[src/rtl/lsa_pkg.sv]
package lsa_pkg;

    typedef enum logic [2:0] {
        ST_IDLE,
        ST_REQ_LO,
        ST_WAIT_LO,
        ST_REQ_HI,
        ST_WAIT_HI,
        ST_RESP,
        ST_FAULT
    } lsa_state_e;

    typedef enum logic [1:0] {
        PH_SINGLE,
        PH_FIRST,
        PH_SECOND
    } lsa_phase_e;

endpackage

[src/rtl/lsa_classify.sv]
module lsa_classify #(
    parameter int AW = 16
) (
    input  logic          strict_align,
    input  logic [AW-1:0] addr,
    input  logic          is_word,
    output logic          needs_split,
    output logic          traps
);
    logic odd_word;

    always_comb begin
        odd_word    = is_word & addr[0];
        needs_split = odd_word & ~strict_align;
        traps       = odd_word & strict_align;
    end

endmodule

[src/rtl/lsa_merge.sv]
module lsa_merge #(
    parameter int DW = 16
) (
    input  lsa_pkg::lsa_phase_e phase,
    input  logic                is_word,
    input  logic                addr_lsb,
    input  logic [DW-1:0]       bus_word,
    input  logic [DW/2-1:0]     held_low,
    output logic [DW-1:0]       merged
);
    import lsa_pkg::*;
    localparam int BW = DW / 2;

    logic [BW-1:0] lo_lane;
    logic [BW-1:0] hi_lane;

    always_comb begin
        lo_lane = bus_word[BW-1:0];
        hi_lane = bus_word[DW-1:BW];
        unique case (phase)
            PH_FIRST:  merged = {{BW{1'b0}}, hi_lane};
            PH_SECOND: merged = {lo_lane, held_low};
            default: begin
                if (is_word)
                    merged = bus_word;
                else
                    merged = {{BW{1'b0}}, (addr_lsb ? hi_lane : lo_lane)};
            end
        endcase
    end

endmodule

[src/rtl/lsa_fsm.sv]
module lsa_fsm #(
    parameter int AW = 16,
    parameter int DW = 16
) (
    input  logic          clk,
    input  logic          rst,
    input  logic          ld_req_valid,
    input  logic [AW-1:0] ld_req_addr,
    input  logic          ld_req_word,
    input  logic          acc_split,
    input  logic          acc_trap,
    input  logic          mem_grant,
    input  logic          mem_rvalid,
    input  logic [DW-1:0] merged,
    output lsa_pkg::lsa_phase_e phase,
    output logic          word_q,
    output logic          lsb_q,
    output logic [DW/2-1:0] held_low,
    output logic          ld_req_ready,
    output logic          ld_rsp_valid,
    output logic [DW-1:0] ld_rsp_data,
    output logic          ld_fault,
    output logic [AW-1:0] ld_fault_addr,
    output logic          mem_req,
    output logic [AW-1:0] mem_addr
);
    import lsa_pkg::*;
    localparam int BW = DW / 2;
    localparam logic [AW-1:0] STEP = AW'(2);

    lsa_state_e    state, state_nxt;
    logic [AW-1:0] addr_q;
    logic          split_q;
    logic [DW-1:0] data_q;
    logic [AW-1:0] base_addr;
    logic          accept;
    logic          capture;

    // next-state logic
    always_comb begin
        state_nxt = state;
        unique case (state)
            ST_IDLE:    if (ld_req_valid) state_nxt = acc_trap ? ST_FAULT : ST_REQ_LO;
            ST_REQ_LO:  if (mem_grant)    state_nxt = ST_WAIT_LO;
            ST_WAIT_LO: if (mem_rvalid)   state_nxt = split_q ? ST_REQ_HI : ST_RESP;
            ST_REQ_HI:  if (mem_grant)    state_nxt = ST_WAIT_HI;
            ST_WAIT_HI: if (mem_rvalid)   state_nxt = ST_RESP;
            ST_RESP:    state_nxt = ST_IDLE;
            ST_FAULT:   state_nxt = ST_IDLE;
            default:    state_nxt = ST_IDLE;
        endcase
    end

    // state register
    always_ff @(posedge clk) begin
        if (rst) state <= ST_IDLE;
        else     state <= state_nxt;
    end

    assign accept  = (state == ST_IDLE) && ld_req_valid;
    assign capture = ((state == ST_WAIT_LO) || (state == ST_WAIT_HI)) && mem_rvalid;

    // request and data registers
    always_ff @(posedge clk) begin
        if (rst) begin
            addr_q  <= '0;
            split_q <= 1'b0;
            word_q  <= 1'b0;
            data_q  <= '0;
        end else begin
            if (accept) begin
                addr_q  <= ld_req_addr;
                split_q <= acc_split;
                word_q  <= ld_req_word;
            end
            if (capture) data_q <= merged;
        end
    end

    // outputs
    always_comb begin
        base_addr     = {addr_q[AW-1:1], 1'b0};
        ld_req_ready  = (state == ST_IDLE);
        ld_rsp_valid  = (state == ST_RESP);
        ld_fault      = (state == ST_FAULT);
        mem_req       = (state == ST_REQ_LO) || (state == ST_REQ_HI);
        mem_addr      = (state == ST_REQ_HI) ? base_addr + STEP : base_addr;
        ld_rsp_data   = data_q;
        ld_fault_addr = addr_q;
        lsb_q         = addr_q[0];
        held_low      = data_q[BW-1:0];
        if (state == ST_WAIT_HI)  phase = PH_SECOND;
        else if (split_q)         phase = PH_FIRST;
        else                      phase = PH_SINGLE;
    end


    req_hold_chk: assert property (@(posedge clk) disable iff (rst)
        (mem_req && !mem_grant) |=> (mem_req && $stable(mem_addr)));


    rsp_pulse_chk: assert property (@(posedge clk) disable iff (rst)
        ld_rsp_valid |=> !ld_rsp_valid);


    fault_pulse_chk: assert property (@(posedge clk) disable iff (rst)
        ld_fault |=> (!ld_fault && !mem_req));


    fault_excl_chk: assert property (@(posedge clk) disable iff (rst)
        !(ld_fault && ld_rsp_valid));


    busy_chk: assert property (@(posedge clk) disable iff (rst)
        (ld_req_ready && ld_req_valid) |=> !ld_req_ready);


    zext_chk: assert property (@(posedge clk) disable iff (rst)
        (ld_rsp_valid && !word_q) |-> (ld_rsp_data[DW-1:BW] == '0));

endmodule

[src/rtl/load_align_splitter.sv]
module load_align_splitter #(
    parameter int AW = 16,
    parameter int DW = 16
) (
    input  logic          clk,
    input  logic          rst,
    input  logic          strict_align,
    input  logic          ld_req_valid,
    output logic          ld_req_ready,
    input  logic [AW-1:0] ld_req_addr,
    input  logic          ld_req_word,
    output logic          ld_rsp_valid,
    output logic [DW-1:0] ld_rsp_data,
    output logic          ld_fault,
    output logic [AW-1:0] ld_fault_addr,
    output logic          mem_req,
    input  logic          mem_grant,
    output logic [AW-1:0] mem_addr,
    input  logic          mem_rvalid,
    input  logic [DW-1:0] mem_rdata
);
    import lsa_pkg::*;
    localparam int BW = DW / 2;

    logic          acc_split;
    logic          acc_trap;
    lsa_phase_e    phase;
    logic          word_q;
    logic          lsb_q;
    logic [BW-1:0] held_low;
    logic [DW-1:0] merged;

    lsa_classify #(.AW(AW)) classify_i (
        .strict_align (strict_align),
        .addr         (ld_req_addr),
        .is_word      (ld_req_word),
        .needs_split  (acc_split),
        .traps        (acc_trap)
    );

    lsa_merge #(.DW(DW)) merge_i (
        .phase    (phase),
        .is_word  (word_q),
        .addr_lsb (lsb_q),
        .bus_word (mem_rdata),
        .held_low (held_low),
        .merged   (merged)
    );

    lsa_fsm #(.AW(AW), .DW(DW)) fsm_i (
        .clk           (clk),
        .rst           (rst),
        .ld_req_valid  (ld_req_valid),
        .ld_req_addr   (ld_req_addr),
        .ld_req_word   (ld_req_word),
        .acc_split     (acc_split),
        .acc_trap      (acc_trap),
        .mem_grant     (mem_grant),
        .mem_rvalid    (mem_rvalid),
        .merged        (merged),
        .phase         (phase),
        .word_q        (word_q),
        .lsb_q         (lsb_q),
        .held_low      (held_low),
        .ld_req_ready  (ld_req_ready),
        .ld_rsp_valid  (ld_rsp_valid),
        .ld_rsp_data   (ld_rsp_data),
        .ld_fault      (ld_fault),
        .ld_fault_addr (ld_fault_addr),
        .mem_req       (mem_req),
        .mem_addr      (mem_addr)
    );


    reset_idle_chk: assert property (@(posedge clk)
        $past(rst) |-> (ld_req_ready && !mem_req && !ld_rsp_valid && !ld_fault));

endmodule

[config.mk]
export PLATFORM = sky130hd
export DESIGN_NAME = load_align_splitter
export DESIGN_NICKNAME = d
export VERILOG_FILES = /design/src/rtl/lsa_pkg.sv /design/src/rtl/lsa_classify.sv /design/src/rtl/lsa_merge.sv /design/src/rtl/lsa_fsm.sv /design/src/rtl/load_align_splitter.sv
export SDC_FILE = /design/constraint.sdc
export NUM_CORES = 1
export LEC_CHECK = 0
export BUFFER_PORTS_ARGS = -buffer_cell sky130_fd_sc_hd__buf_4
export CAP_MARGIN = 20
export CORE_MARGIN = 5
export CORE_UTILIZATION = 45
export CTS_BUF_LIST = sky130_fd_sc_hd__clkbuf_4 sky130_fd_sc_hd__clkbuf_8
export CTS_CLUSTER_SIZE = 28
export DETAILED_ROUTE_END_ITERATION = 8
export PLACE_DENSITY = 0.79
export SLEW_MARGIN = 5
export SYNTH_ARGS = -nofsm -noshare
export SYNTH_HDL_FRONTEND = slang
export SYNTH_SLANG_ARGS = --single-unit
[constraint.sdc]
create_clock -name clk -period 2.33 [get_ports clk]
set_input_delay 0.466 -clock clk [delete_from_list [all_inputs] [get_ports clk]]
set_output_delay 0.466 -clock clk [all_outputs]
set_load 0.05 [all_outputs]
==> results.ini <==
[outcome]
outcome=complete, no violations

[yosys]
synth_top_area_share_pct=37.3
synth_ff_type=dfxtp_1
synth-edff-count=0
synth.most_common_cell=nand2_1
ys_async_sr_fraction_pct=0
synthTopCellsByCount=nand2_1 (54), dfxtp_1 (37), nor2_1 (23)
netlist_area_um2=1980
syn_inst=247
synth.area.top_cells=dfxtp_1 (37%), nand2_1 (10%), xnor2_1 (5.7%), a21oi_1 (5.0%), nor2_1 (4.4%)
yosysWarnings=0
synth_fp_nets=287
yosysSeqAreaShare_pct=37.3
ys_types=40
synth.avg_cell_area_um2=8.03
synth.largest_area_cell=dfxtp_1
ys_ff_latch=37

[drt]
wire_per_inst_um=15.3
first_pass_iters=4
routed_wirelength_um=5940
drc=0
drt_iter0_markers=95
viasPerCell=5.37
drtAntennaViolNets=0
vias=2087

[final_layout]
layout-drive-gt1-share_pct=40.7
nNetsFinal=376
n_antenna_cell=0
area_delta_synth_final_pct=48.9

[critical_path]
worstSetupPathType=flip-flop to output port
r2r_slack_ps=610
critPathSlowestCell=dfxtp_4
cp.required_ps=1860
worstPathCellList=ha_4, nand4b_1, nor2_2, nand4_1, xnor2_4, buf_6
worstReg2RegEnd=fsm_i.ld_fault_addr[15]$_SDFFE_PP0P_
max_stage_delay_ps=380
cp_max_fo=4
r2r_cells=5
startpoint_type=flip-flop
critPathLaunch=fsm_i.ld_fault_addr[2]$_SDFFE_PP0P_
cp.arrival_ps=1850
crit_end=mem_addr[15]
cp-end-kind=output port
reg2reg_from=fsm_i.state[2]$_SDFFE_PP0P_

[clocking]
clkTransAtPathRegs_ps=70
ctsRootBufferMaster=clkbuf_8
holdBufCountCts=0
cts.path.max_buffers=2
cts.sinks=37
cts_htree_levels=2
insertion_delay_ps=290
cts_tree=yes
cts_buffers=5

[global_routing]
grt_max_degree=38
grt_pass1_wl_um=9710
grtUsageTotal_pct=19.7
antenna_found_initial=0
overflow=0
grt_pass1_vias=2100

[power_and_ir_drop]
powerDensity_nw_per_um2=973
vdd_ir_drop_max_v=0.000436
leakagePower_uw=0.00128
power_frac_clock_pct=19.5
p_sw_uw=1310
intPower_uw=1560
seqPwrFrac_pct=29.6
power_uw=2870
p_comb_share_pct=50.9
switching_share_pct=45.7

[sta]
finalSetupViolCount=0
rsz0062_at_grt=true
max_freq_ghz=0.432
fin_tns_setup_ps=0
final_hold_viol_count=0
slew_headroom_pct=50.7
tightest_slew_ps=737
drv_slew=0
min_period_over_period_pct=99.4
fin_skew_ps=3.35
period_needed_ps=2320
hold_slack_ps=415

[worst_hold_path]
hold_class=primary input to flip-flop

[place]
gp_congestion=0.828
io_buffers=89
dp_hpwl_um=4320

[die]
die_w_um=76.4
core_um2=4320
io_pins=91
initial_utilization_pct=45.9
dieArea_um2=5840
rows=24
fp.dieH_um=76.4

[flow_run]
drv_cap=0

[what timing repair did]
item	4_1_cts	5_1_grt
pin swaps	1	3
gates resized for setup	3	8
endpoints found under the setup margin	3	9
buffers inserted	1	4
cloned	0	0
[flip-flops by register name, summed over array words and instances (netlist names)]
| signal | cells |
|---|---|
| fsm_i.state | 3 |
| fsm_i.word_q | 1 |
| fsm_i.ld_rsp_data | 16 |
| fsm_i.split_q | 1 |
| fsm_i.ld_fault_addr | 16 |
[through the flow]
step | setup WS (ps) | utilization (%) | instances | area (µm²)
finish | 13.2 | 68.3 | 389 | 2950
global route | -106 | 68.3 | 389 | 2950
CTS | -3.61 | 66.9 | 385 | 2890
detailed placement | 242 | 63.8 | 376 | 2760
global placement | 292 | 63.8 | 376 | 2760
floorplan | -125 | - | 247 | 2100
[critical path: cells and delay by family (launching register included)]
family        cells  cell delay, ps
simple gates      3             650
xor+xnor          1             220
buf+inv           1             170
flops             1             380
fa+ha+maj         1             120
[kinds of logic (layout without fill, tap and decap cells)]
logic type / count (synthesis) / count (layout) / share of synthesized area, %
AND/OR/NAND/NOR: 123 / 123 / 30.9
buffers and inverters: 19 / 109 / 6.12
XOR/XNOR: 15 / 15 / 6.62
flip-flops: 37 / 37 / 37.3
adder cells (fa/ha/maj): 1 / 1 / 0.630
other: 1 / 1 / 0.189
AO/OA/AOI/OAI: 50 / 50 / 17.7
multiplexers: 1 / 1 / 0.567
[cells in the final DEF (no fill, tap or decap), types with 2 or more instances in the layout]
master / instances
a211oi_1: 9
nor3_4: 2
nand4b_1: 2
nand3b_1: 2
dfxtp_2: 4
nor2_1: 22
a22oi_1: 8
nand2b_1: 4
dfxtp_1: 31
xnor2_2: 7
nor2b_1: 3
a311oi_1: 8
dfxtp_4: 2
nand3_1: 13
a221oi_1: 2
nand4_1: 4
a21oi_1: 20
and3b_1: 2
xnor2_1: 4
xor2_2: 2
buf_6: 2
buf_4: 98
nor2_2: 2
xnor2_4: 2
nand2_1: 54
clkbuf_8: 5
nor3_1: 2
and3_1: 3
[metal layers]
| layer | global-route usage (%) | routed length [µm] | vias up |
|---|---|---|---|
| met5 | 0 | 0 | - |
| met4 | 5.24 | 88 | 0 |
| met3 | 4.61 | 278 | 9 |
| met2 | 35.4 | 3140 | 50 |
| met1 | 23.3 | 2430 | 990 |
| li1 | - | - | 1038 |
[power by group through the flow]
| stage | clock (µW) | sequential, µW | combinational, µW |
|---|---|---|---|
| after CTS | 568 | 850 | 1440 |
| final | 560 | 852 | 1460 |
| after global routing | 594 | 867 | 1560 |
| after floorplan | 0 | 1140 | 788 |
| after detailed placement | 0 | 863 | 1440 |
| after global placement | 0 | 858 | 1420 |
[cell type report]
type                       instances  area (µm²)
sequential                        37         753
clock inverter                     3        46.3
timing repair buffer             100         758
inverter                           1        3.75
multi-input combinational        191        1260
fill                             374        1370
tap                               52        65.1
clock buffer                       5        68.8
[worst min path at each step]
stage | slack, ps | to | cells after the start | startpoint
final | 420 | fsm_i.ld_fault_addr[4]$_SDFFE_PP0P_ | 3 | ld_req_addr[4]
after global routing | 410 | fsm_i.ld_fault_addr[1]$_SDFFE_PP0P_ | 3 | ld_req_addr[1]
after CTS | 410 | fsm_i.ld_fault_addr[1]$_SDFFE_PP0P_ | 3 | ld_req_addr[1]
after detailed placement | 470 | fsm_i.word_q$_SDFFE_PP0P_ | 2 | fsm_i.word_q$_SDFFE_PP0P_
after global placement | 460 | fsm_i.ld_fault_addr[0]$_SDFFE_PP0P_ | 2 | fsm_i.ld_fault_addr[0]$_SDFFE_PP0P_
after floorplan | 450 | fsm_i.word_q$_SDFFE_PP0P_ | 2 | fsm_i.word_q$_SDFFE_PP0P_
(Power assumes the default switching activity.)
